### config.mk
export PLATFORM = sky130hd
export DESIGN_NAME = txh_fifo
export DESIGN_NICKNAME = d
export VERILOG_FILES = /design/src/rtl/txh_pkg.sv /design/src/rtl/txh_slot_store.sv /design/src/rtl/txh_byte_pick.sv /design/src/rtl/txh_level.sv /design/src/rtl/txh_fifo.sv
export SDC_FILE = /design/constraint.sdc
export NUM_CORES = 1
export LEC_CHECK = 0
export CAP_MARGIN = 20
export CORE_MARGIN = 2
export CORE_UTILIZATION = 61
export CTS_BUF_LIST = sky130_fd_sc_hd__clkbuf_4
export CTS_CLUSTER_DIAMETER = 100
export DETAILED_ROUTE_END_ITERATION = 7
export PLACE_DENSITY = 0.74
export SLEW_MARGIN = 20
export SYNTH_ARGS = -nofsm -noshare
export SYNTH_HDL_FRONTEND = slang
export SYNTH_SLANG_ARGS = --single-unit
### constraint.sdc
create_clock -name clk -period 12.1 [get_ports clk]
set_clock_uncertainty 0.2 [all_clocks]
set_input_delay 3.63 -clock clk [delete_from_list [all_inputs] [get_ports clk]]
set_output_delay 3.63 -clock clk [all_outputs]
set_load 0.005 [all_outputs]
### src/rtl/txh_pkg.sv
package txh_pkg;

  typedef struct packed {
    logic        eof;
    logic [1:0]  vld;
    logic [15:0] data;
  } slot_t;

  function automatic logic [1:0] bytes_in_write(input logic is_word);
    return is_word ? 2'd2 : 2'd1;
  endfunction

  function automatic slot_t make_slot(input logic is_word, input logic [15:0] d,
                                      input logic eof);
    slot_t s;
    s.eof  = eof;
    s.vld  = is_word ? 2'b11 : 2'b01;
    s.data = is_word ? d : {8'h00, d[7:0]};
    return s;
  endfunction

endpackage

### src/rtl/txh_slot_store.sv
module txh_slot_store
  import txh_pkg::*;
#(
  parameter int DEPTH = 68,
  localparam int AW = $clog2(DEPTH)
) (
  input  logic  clk,
  input  logic  rst_n,
  input  logic  clr,
  input  logic  push,
  input  slot_t in_slot,
  input  logic  pop_word,
  output slot_t head_slot
);

  slot_t mem [DEPTH];
  logic [AW-1:0] wr_ptr, rd_ptr;

  function automatic logic [AW-1:0] bump(input logic [AW-1:0] p);
    return (p == AW'(DEPTH - 1)) ? '0 : p + 1'b1;
  endfunction

  always_ff @(posedge clk or negedge rst_n) begin
    if (!rst_n) begin
      wr_ptr <= '0;
      rd_ptr <= '0;
    end else if (clr) begin
      wr_ptr <= '0;
      rd_ptr <= '0;
    end else begin
      if (push)     wr_ptr <= bump(wr_ptr);
      if (pop_word) rd_ptr <= bump(rd_ptr);
    end
  end

  always_ff @(posedge clk) begin
    if (push && !clr) mem[wr_ptr] <= in_slot;
  end

  assign head_slot = mem[rd_ptr];

endmodule

### src/rtl/txh_byte_pick.sv
module txh_byte_pick
  import txh_pkg::*;
(
  input  slot_t       head_slot,
  input  logic        have_word,
  input  logic        upper_sel,
  output logic [7:0]  byte_out,
  output logic        byte_valid,
  output logic        byte_is_upper,
  output logic        word_done,
  output logic        frame_end
);

  always_comb begin
    byte_is_upper = upper_sel || !head_slot.vld[0];
    byte_valid    = have_word;
    byte_out      = byte_is_upper ? head_slot.data[15:8] : head_slot.data[7:0];
    word_done     = byte_is_upper || !head_slot.vld[1];
    frame_end     = have_word && word_done && head_slot.eof;
  end

endmodule

### src/rtl/txh_level.sv
module txh_level #(
  parameter int DEPTH = 68,
  localparam int CW  = $clog2(DEPTH + 1),
  localparam int BCW = $clog2(2 * DEPTH + 1)
) (
  input  logic           clk,
  input  logic           rst_n,
  input  logic           clr,
  input  logic           push,
  input  logic [1:0]     push_nb,
  input  logic           push_eof,
  input  logic           pop_byte,
  input  logic           pop_word,
  input  logic           pop_eof,
  output logic [CW-1:0]  word_cnt,
  output logic [BCW-1:0] byte_cnt,
  output logic [CW-1:0]  eof_cnt
);

  function automatic logic [BCW-1:0] next_bytes(input logic [BCW-1:0] c,
      input logic add, input logic [1:0] nb, input logic sub);
    return c + (add ? BCW'(nb) : '0) - BCW'(sub);
  endfunction

  always_ff @(posedge clk or negedge rst_n) begin
    if (!rst_n) begin
      word_cnt <= '0;
      byte_cnt <= '0;
      eof_cnt  <= '0;
    end else if (clr) begin
      word_cnt <= '0;
      byte_cnt <= '0;
      eof_cnt  <= '0;
    end else begin
      word_cnt <= word_cnt + CW'(push) - CW'(pop_word);
      byte_cnt <= next_bytes(byte_cnt, push, push_nb, pop_byte);
      eof_cnt  <= eof_cnt + CW'(push && push_eof) - CW'(pop_word && pop_eof);
    end
  end

endmodule

### src/rtl/txh_fifo.sv
module txh_fifo
  import txh_pkg::*;
#(
  parameter int DEPTH       = 68,
  parameter int START_BYTES = 64,
  localparam int CW  = $clog2(DEPTH + 1),
  localparam int BCW = $clog2(2 * DEPTH + 1)
) (
  input  logic          clk,
  input  logic          rst_n,
  input  logic          sw_clear,
  input  logic          wr_en,
  input  logic          wr_word,
  input  logic [15:0]   wr_data,
  input  logic          wr_eof,
  input  logic [CW-1:0] watermark,
  output logic          host_req,
  output logic          start_tx,
  output logic          ovf,
  output logic [7:0]    out_data,
  output logic          out_valid,
  output logic          out_last,
  input  logic          out_ready
);

  logic           full_w, push_w, fire_w, pop_word_w, upper_sel, is_upper_w, word_done_w;
  logic [1:0]     push_nb_w;
  logic [CW-1:0]  word_cnt_w, eof_cnt_w, free_w;
  logic [BCW-1:0] byte_cnt_w;
  slot_t          head_w;

  assign full_w     = (word_cnt_w == CW'(DEPTH));
  assign push_w     = wr_en && !full_w && !sw_clear;
  assign push_nb_w  = bytes_in_write(wr_word);
  assign fire_w     = out_valid && out_ready && !sw_clear;
  assign pop_word_w = fire_w && word_done_w;
  assign free_w     = CW'(DEPTH) - word_cnt_w;

  txh_slot_store #(.DEPTH(DEPTH)) u_store (
    .clk(clk), .rst_n(rst_n), .clr(sw_clear), .push(push_w),
    .in_slot(make_slot(wr_word, wr_data, wr_eof)),
    .pop_word(pop_word_w), .head_slot(head_w)
  );

  txh_byte_pick u_pick (
    .head_slot(head_w), .have_word(word_cnt_w != '0), .upper_sel(upper_sel),
    .byte_out(out_data), .byte_valid(out_valid), .byte_is_upper(is_upper_w),
    .word_done(word_done_w), .frame_end(out_last)
  );

  txh_level #(.DEPTH(DEPTH)) u_level (
    .clk(clk), .rst_n(rst_n), .clr(sw_clear), .push(push_w), .push_nb(push_nb_w),
    .push_eof(wr_eof), .pop_byte(fire_w), .pop_word(pop_word_w),
    .pop_eof(head_w.eof), .word_cnt(word_cnt_w), .byte_cnt(byte_cnt_w),
    .eof_cnt(eof_cnt_w)
  );

  always_ff @(posedge clk or negedge rst_n) begin
    if (!rst_n) begin
      upper_sel <= 1'b0;
      ovf       <= 1'b0;
    end else if (sw_clear) begin
      upper_sel <= 1'b0;
      ovf       <= 1'b0;
    end else begin
      ovf <= wr_en && full_w;
      if (fire_w) upper_sel <= !word_done_w && !is_upper_w;
    end
  end

  assign host_req = free_w > watermark;
  assign start_tx = (byte_cnt_w >= BCW'(START_BYTES)) || (eof_cnt_w != '0);

endmodule

-- Word-level counts from Yosys, hierarchy flattened
Memories as Yosys holds them, arrays and structs flattened.
Index checks and enable logic that the tools add are counted.
- bits in registers: 38
- bits in latches: 0
- RAM bits: 1292
- memory bits (read-only): 0
- bits of input ports: 30
- output and inout bits: 13
- memories kept: 1
- $add $sub $neg: 9
- multipliers: 0
- div/mod/pow operators: 0
- $lt $le $gt $ge: 2
- equality and inequality tests: 3
- shift-type cells: 0
- multiplexer cells: 19
- bitwise operators: 0
- reduce and logical (&&, ||, !) cells: 26
- memories (name ; words ; width ; rd ports ; clocked after memory_dff ; write ports ; RTL line ; source):
    u_store.mem ; 68 ; 19 ; 1 ; 0 ; 1 ; txh_slot_store.sv:16 ; slot_t mem [DEPTH];
- operator list (operator ; count):
    7-bit two-way mux ; 8
    7-bit == test, second input constant ; 3
    16-bit two-way mux ; 1
    8-bit two-way mux ; 2
    7-bit by 1-bit adder with 7-bit output ; 2
    7-bit by 1-bit adder with 7-bit output, second input constant ; 2
    7-bit nonzero test ; 2
    7-bit by 1-bit subtractor with 7-bit output ; 2
    1-bit logical AND ; 12
    8-bit adder ; 1
    8-bit by 7-bit >= comparator with 1-bit output, second input constant ; 1
    8-bit by 1-bit subtractor with 8-bit output ; 1
    7-bit > comparator ; 1
    7-bit subtractor, first input constant ; 1
    1-bit logical NOT ; 6
    2-bit two-way mux ; 3
    2-bit nonzero test ; 3
    1-bit two-way mux ; 5
    1-bit logical OR ; 3

-- Logic depth before layout (Yosys ltp)
- depth in word-level cells: 8
- mapped depth: 22
- mapped depth without buffers: 19

-- Cells and area by module
A second synthesis with hierarchy kept.
- cells, all modules: 2598
- area, all modules: 52716.8 um^2
- modules (own cells, without submodules) (module ; instances ; cells each ; area each (um^2) ; sequential area each (um^2)):
    txh_slot_store ; 1 ; 2335 ; 50412.1 ; 39147.5
    txh_level ; 1 ; 181 ; 1656.6 ; 550.5
    txh_fifo ; 1 ; 67 ; 474.2 ; 50.0
    txh_byte_pick ; 1 ; 15 ; 173.9 ; 0.0

-- Worst setup path before layout
No wires, ideal clock.
- path kind: input -> output
- start point: input watermark[4]
- end point: output host_req
- data arrival time: 4.508 ns
- data required time: 8.270 ns
- slack: 3.762 ns
- cell stages on the path: 7
- cells stage by stage: inv_1 -> ha_1 -> a21oi_1 -> nor2b_1 -> o21ai_0 -> o21ai_0 -> o22a_1
- longest elaborated chain between the ends: 1
- ends and longest elaborated chain (item ; RTL line ; source):
    start, declared ; txh_fifo.sv:16 ; input logic [CW-1:0] watermark,
    7-bit > comparator ; txh_fifo.sv:71 ; assign host_req = free_w > watermark;
    end, declared ; txh_fifo.sv:17 ; output logic host_req,
No other way between the ends.

-- Worst setup path after layout
- start point: register u_store.rd_ptr[1]
- end point: output out_data[1]
- longest elaborated chain between the ends: 4
- ends and longest elaborated chain (item ; RTL line ; source):
    start, declared ; txh_slot_store.sv:17 ; logic [AW-1:0] wr_ptr, rd_ptr;
    start signal, assigned ; txh_slot_store.sv:32 ; if (pop_word) rd_ptr <= bump(rd_ptr);
    memory read 68 x 19 bit (*) ; - ;
    1-bit logical NOT ; txh_byte_pick.sv:15 ; byte_is_upper = upper_sel || !head_slot.vld[0];
    1-bit logical OR ; txh_byte_pick.sv:15 ;
    8-bit two-way mux (*) ; txh_byte_pick.sv:17 ; byte_out = byte_is_upper ? head_slot.data[15:8] : head_slot.data[7:0];
    end, declared ; txh_fifo.sv:20 ; output logic [7:0] out_data,
Mark *: on every way between the ends. The rest lies on a longest branch, timed or not.

==> Implementation_results.wiki <==
{| class="wikitable"
! Metric !! Value
|-
| Clock tree root buffer cell || sky130_fd_sc_hd__clkbuf_4
|-
| Number of enable flip-flop cells after synthesis || 1,224
|-
| Crit end category || primary output
|-
| Startpoint of the lowest-slack hold path || u_store.wr_ptr[5]$_DFFE_PN0P_
|-
| Seq/Total Area, Yosys || 0.757
|-
| Critical register-to-register path startpoint || u_store.rd_ptr[1]$_DFFE_PN0P_
|-
| Fraction of final layout cells sized beyond drive strength 1 || 0.338
|-
| Setup WS pre-CTS || 2.79 ns
|-
| GRT met1 Usage || 0.398
|-
| Kind of path behind the tightest hold check || reg2reg
|-
| Via count || 25.9k
|-
| Startpoint kind of the worst setup timing path || flip-flop
|-
| Total number of nets in the final design || 2,776
|-
| Later-pin clock latency in the skew report || 1.13 ns
|-
| Power density of the placed cells || 175 nW/µm²
|-
| Achievable clock frequency || 0.105 GHz
|-
| Post-Synthesis Net Count || 2,425
|-
| Crit-path max cell delay || 0.84 ns
|-
| Final cell count without fillers || 3,967
|-
| Clock slew at reported path FFs || 0.07 ns
|-
| P_int || 0.00730 W
|-
| Critical path buffers and inverters || 2
|-
| Synthesized netlist cell count || 2,352
|-
| Number of placement rows || 104
|-
| Worst reg2reg path endpoint || u_level.word_cnt[6]$_DFF_PN0_
|-
| Count of instances resized after the clock tree is built || 0
|-
| Final ANT Viol Nets || 0
|-
| DRT Pass-1 Iters || 6
|-
| Total power of the final layout || 0.00974 W
|-
| Boundary pin count || 43
|-
| Die outline area || 84,000 µm²
|-
| GPL Wtd Cong || 0.895
|-
| Global-route wire length before repair || 173 mm
|-
| Total global-route track usage || 0.285
|-
| Final Cycle Share || 0.790
|-
| Hold Crit Endpoint || u_store.wr_ptr[5]$_DFFE_PN0P_
|-
| Hold path depth || 1
|-
| Net switching power || 0.00245 W
|-
| Async S/R FF share, synth || 0.0301
|-
| Setup TNS || 0 ns
|-
| Number of instances in the placed design || 3,441
|-
| Number of DRC violations after detailed routing || 0
|-
| Net Sw Frac || 0.251
|-
| Tightest Pin Transition || 1.13 ns
|-
| Height of the chip || 290 µm
|-
| Most utilized layer in the global route result || met2
|-
| Iter 0 DRT Violations || 3,360
|-
| Remaining max-slew budget at the tightest pin || 0.245
|-
| Reg2reg setup slack || 6.11 ns
|-
| Die outline width || 290 µm
|-
| CP Data Required Time || 8.27 ns
|-
| Depth of the most critical reg-to-reg path || 20
|-
| Post-CTS Setup Repair Bufs || 0
|-
| Pin count of the biggest net entering global routing || 140
|-
| Met2 usage in global routing || 0.444
|-
| Arrival time at the worst endpoint || 5.73 ns
|-
| # Max-Cap Violations || 0
|-
| Crit path cell chain || buf_12, mux4_2, a22o_1, a221oi_2, o32ai_1, a211o_1, a211oi_1, a21oi_1, clkdlybuf4s50_1
|-
| Quantity of hold-fixing buffers added after cts || 0
|-
| Sum of net half-perimeters after detailed placement || 63.9 mm
|-
| Area of the mapped netlist || 49,800 µm²
|-
| Leakage || 17.4 nW
|-
| Portion of total power attributed to sequential cells || 0.501
|-
| Library cell contributing the largest single delay on the critical path || sky130_fd_sc_hd__dfrtp_4
|-
| Post-synthesis average cell area || 21.2 µm²
|-
| Crit path max-delay family || compound AO/OA/AOI/OAI gates
|-
| Wire per inst || 29.6 µm
|-
| Critical path type || reg2out
|-
| Post-Route WL || 117 mm
|-
| Core Util, Final || 0.689
|-
| Antenna violations before repair || 4
|-
| Minimum clock period || 9.56 ns
|-
| Peak supply drop || 114 µV
|-
| Residual overflow from global routing || 0
|-
| Yosys synthesis warning count || 0
|-
| Setup Viol. Count Final || 0
|-
| Seq cells post-synth || 1,262
|-
| CTS tree || yes
|-
| Worst-path fanout max || 139
|-
| Final number of max-transition violations || 0
|-
| Unrepaired setup endpoints after global routing || false
|-
| Global routing met3 resource utilization || 0.0735
|-
| Status || completed
|-
| Clock tree buffer depth || 4
|-
| Vias in the first global route || 26.9k
|-
| Synth unique cells || 69
|-
| Starting density of the core || 0.618
|-
| Combinational fraction of design power || 0.154
|-
| Clk pwr share || 0.344
|-
| Fin. Hold Viols || 0
|-
| Placeable core region || 80,700 µm²
|-
| Via density || 6.54
|-
| Ys flop type || sky130_fd_sc_hd__edfxtp_1
|-
| Port Buf Inserts || 42
|-
| Total CTS buffers || 320
|-
| Clock sink count || 1,262
|-
| P&R area growth vs syn || 11.5%
|-
| Worst Setup Slack, final || 2.54 ns
|-
| Number of levels in the clock H-tree || 5
|}
## state kept, by name (all words and copies together) (netlist names)
name / cells
u_level.word_cnt: 7
u_store.wr_ptr: 7
u_store.rd_ptr: 7
u_level.byte_cnt: 8
ovf: 1
upper_sel: 1
u_store.mem: 1224
u_level.eof_cnt: 7
## routing by layer
metal / part of all wire / vias up
met5: 0 / -
met4: 0.027 / 0
met3: 0.11 / 214
met2: 0.49 / 1715
met1: 0.38 / 13400
li1: - / 10700
## layout by cell type (no fill, tap or decap), types with 9 or more instances in the layout
cell and instances:
sky130_fd_sc_hd__mux4_2 316, sky130_fd_sc_hd__edfxtp_1 1224, sky130_fd_sc_hd__nor3_1 12, sky130_fd_sc_hd__a22o_1 9
sky130_fd_sc_hd__nand3_1 23, sky130_fd_sc_hd__nand2_1 57, sky130_fd_sc_hd__a221oi_1 10, sky130_fd_sc_hd__xnor2_1 11
sky130_fd_sc_hd__xor2_1 10, sky130_fd_sc_hd__clkdlybuf4s50_1 31, sky130_fd_sc_hd__a21oi_1 48, sky130_fd_sc_hd__a22oi_1 48
sky130_fd_sc_hd__clkbuf_4 433, sky130_fd_sc_hd__buf_2 10, sky130_fd_sc_hd__o21ai_0 27, sky130_fd_sc_hd__o22ai_1 10
sky130_fd_sc_hd__nor2b_1 15, sky130_fd_sc_hd__inv_1 45, sky130_fd_sc_hd__dfrtp_1 34, sky130_fd_sc_hd__nor2_1 55
sky130_fd_sc_hd__ha_1 40, sky130_fd_sc_hd__clkinv_1 73, sky130_fd_sc_hd__buf_4 100, sky130_fd_sc_hd__nor2_2 65
sky130_fd_sc_hd__mux2i_1 52
## cell type report
type / instances / area (µm²)
clock buffer: 433 / 3250
multi-input combinational: 926 / 11400
sequential: 1262 / 37700
inverter: 47 / 176
antenna: 4 / 10.0
clock inverter: 89 / 449
tap: 1060 / 1330
timing repair buffer: 146 / 1210
fill: 5027 / 25100
## worst register-to-register path: stages (launching register included)
cell and delay (ns):
sky130_fd_sc_hd__dfrtp_4 0.84, sky130_fd_sc_hd__buf_12 0.61, sky130_fd_sc_hd__mux4_1 0.64, sky130_fd_sc_hd__mux2i_1 0.12
sky130_fd_sc_hd__and4_1 0.27, sky130_fd_sc_hd__nor3_1 0.45, sky130_fd_sc_hd__a32oi_2 0.31, sky130_fd_sc_hd__nand2_2 0.24
sky130_fd_sc_hd__nor2_1 0.08, sky130_fd_sc_hd__ha_1 0.29, sky130_fd_sc_hd__inv_1 0.06, sky130_fd_sc_hd__ha_1 0.17
sky130_fd_sc_hd__inv_1 0.07, sky130_fd_sc_hd__fa_1 0.42, sky130_fd_sc_hd__nand2b_1 0.16, sky130_fd_sc_hd__a21oi_1 0.16
sky130_fd_sc_hd__nor2_1 0.08, sky130_fd_sc_hd__or2_2 0.28, sky130_fd_sc_hd__a21oi_1 0.20, sky130_fd_sc_hd__o21ai_0 0.10
sky130_fd_sc_hd__a21oi_1 0.16
## through the flow
stage,area (µm²),hold WS [ns]
after global routing,55600,0.452
after detailed placement,51900,0.370
after CTS,55600,0.373
after floorplan,49800,0.299
final,55600,0.395
after global placement,51900,0.324
## synth_stat cells (5+ instances only)
cell type                  count  area, µm²
sky130_fd_sc_hd__mux4_2      316       7120
sky130_fd_sc_hd__a22o_1        9       78.8
sky130_fd_sc_hd__nand3_1      23        115
sky130_fd_sc_hd__a21oi_1      48        240
sky130_fd_sc_hd__nand2_1      57        214
sky130_fd_sc_hd__buf_1         6       22.5
sky130_fd_sc_hd__buf_2        31        155
sky130_fd_sc_hd__ha_1         40        500
sky130_fd_sc_hd__nor2_1      120        450
sky130_fd_sc_hd__a22oi_1      48        360
sky130_fd_sc_hd__nand4_1       8       50.1
sky130_fd_sc_hd__buf_4        21        158
sky130_fd_sc_hd__a221oi_1     10       87.6
sky130_fd_sc_hd__clkbuf_1     41        154
sky130_fd_sc_hd__nor3_1       12       60.1
sky130_fd_sc_hd__edfxtp_1   1224      36800
sky130_fd_sc_hd__xnor2_1      11       96.3
sky130_fd_sc_hd__a31oi_1       5       31.3
sky130_fd_sc_hd__nand2b_1      6       37.5
sky130_fd_sc_hd__inv_1        45        169
sky130_fd_sc_hd__mux2_2        7       78.8
sky130_fd_sc_hd__a21o_1        7       52.6
sky130_fd_sc_hd__o21ai_0      27        135
sky130_fd_sc_hd__o22ai_1      10       62.6
sky130_fd_sc_hd__nor2b_1      17        106
sky130_fd_sc_hd__dfrtp_1      38        951
sky130_fd_sc_hd__buf_6        13        146
sky130_fd_sc_hd__a211oi_1      6       45.0
sky130_fd_sc_hd__mux2i_1      52        521
sky130_fd_sc_hd__and2_1       14       87.6
sky130_fd_sc_hd__xor2_1       10       87.6
## power groups by stage
stage | registers, W | clock network [W] | logic [W]
6_report | 0.00488 | 0.00335 | 0.00150
5_1_grt | 0.00489 | 0.00365 | 0.00163
3_3_place_gp | 0.00498 | 0 | 0.00147
2_1_floorplan | 0.00494 | 0 | 0.00118
4_1_cts | 0.00488 | 0.00342 | 0.00152
3_5_place_dp | 0.00498 | 0 | 0.00151
## how the worst max path moves through the flow
stage | slack, ns | endpoint | startpoint | cells past startpoint
after floorplan | 3.76 | host_req | watermark[4] | 7
after global placement | 2.72 | host_req | watermark[4] | 9
after global routing | 2.38 | out_data[0] | u_store.rd_ptr[0]$_DFFE_PN0P_ | 9
after detailed placement | 2.79 | host_req | watermark[4] | 9
final | 2.54 | out_data[1] | u_store.rd_ptr[1]$_DFFE_PN0P_ | 9
after CTS | 2.50 | out_data[0] | u_store.rd_ptr[0]$_DFFE_PN0P_ | 9
## cells by family (layout without fill, tap and decap cells)
group                      Yosys count  after routing  share of synthesized area
adders and majority gates           43             43                     0.0112
muxes                              379            379                      0.157
other                                0              4                          0
and+or+nand+nor                    279            279                     0.0259
AOI/OAI and AO/OA                  204            204                     0.0282
DFF                               1262           1262                      0.757
buffers and inverters              164            715                     0.0178
xor gates and xnor gates            21             21                    0.00369
No activity file was read; power rests on OpenSTA's default activity.
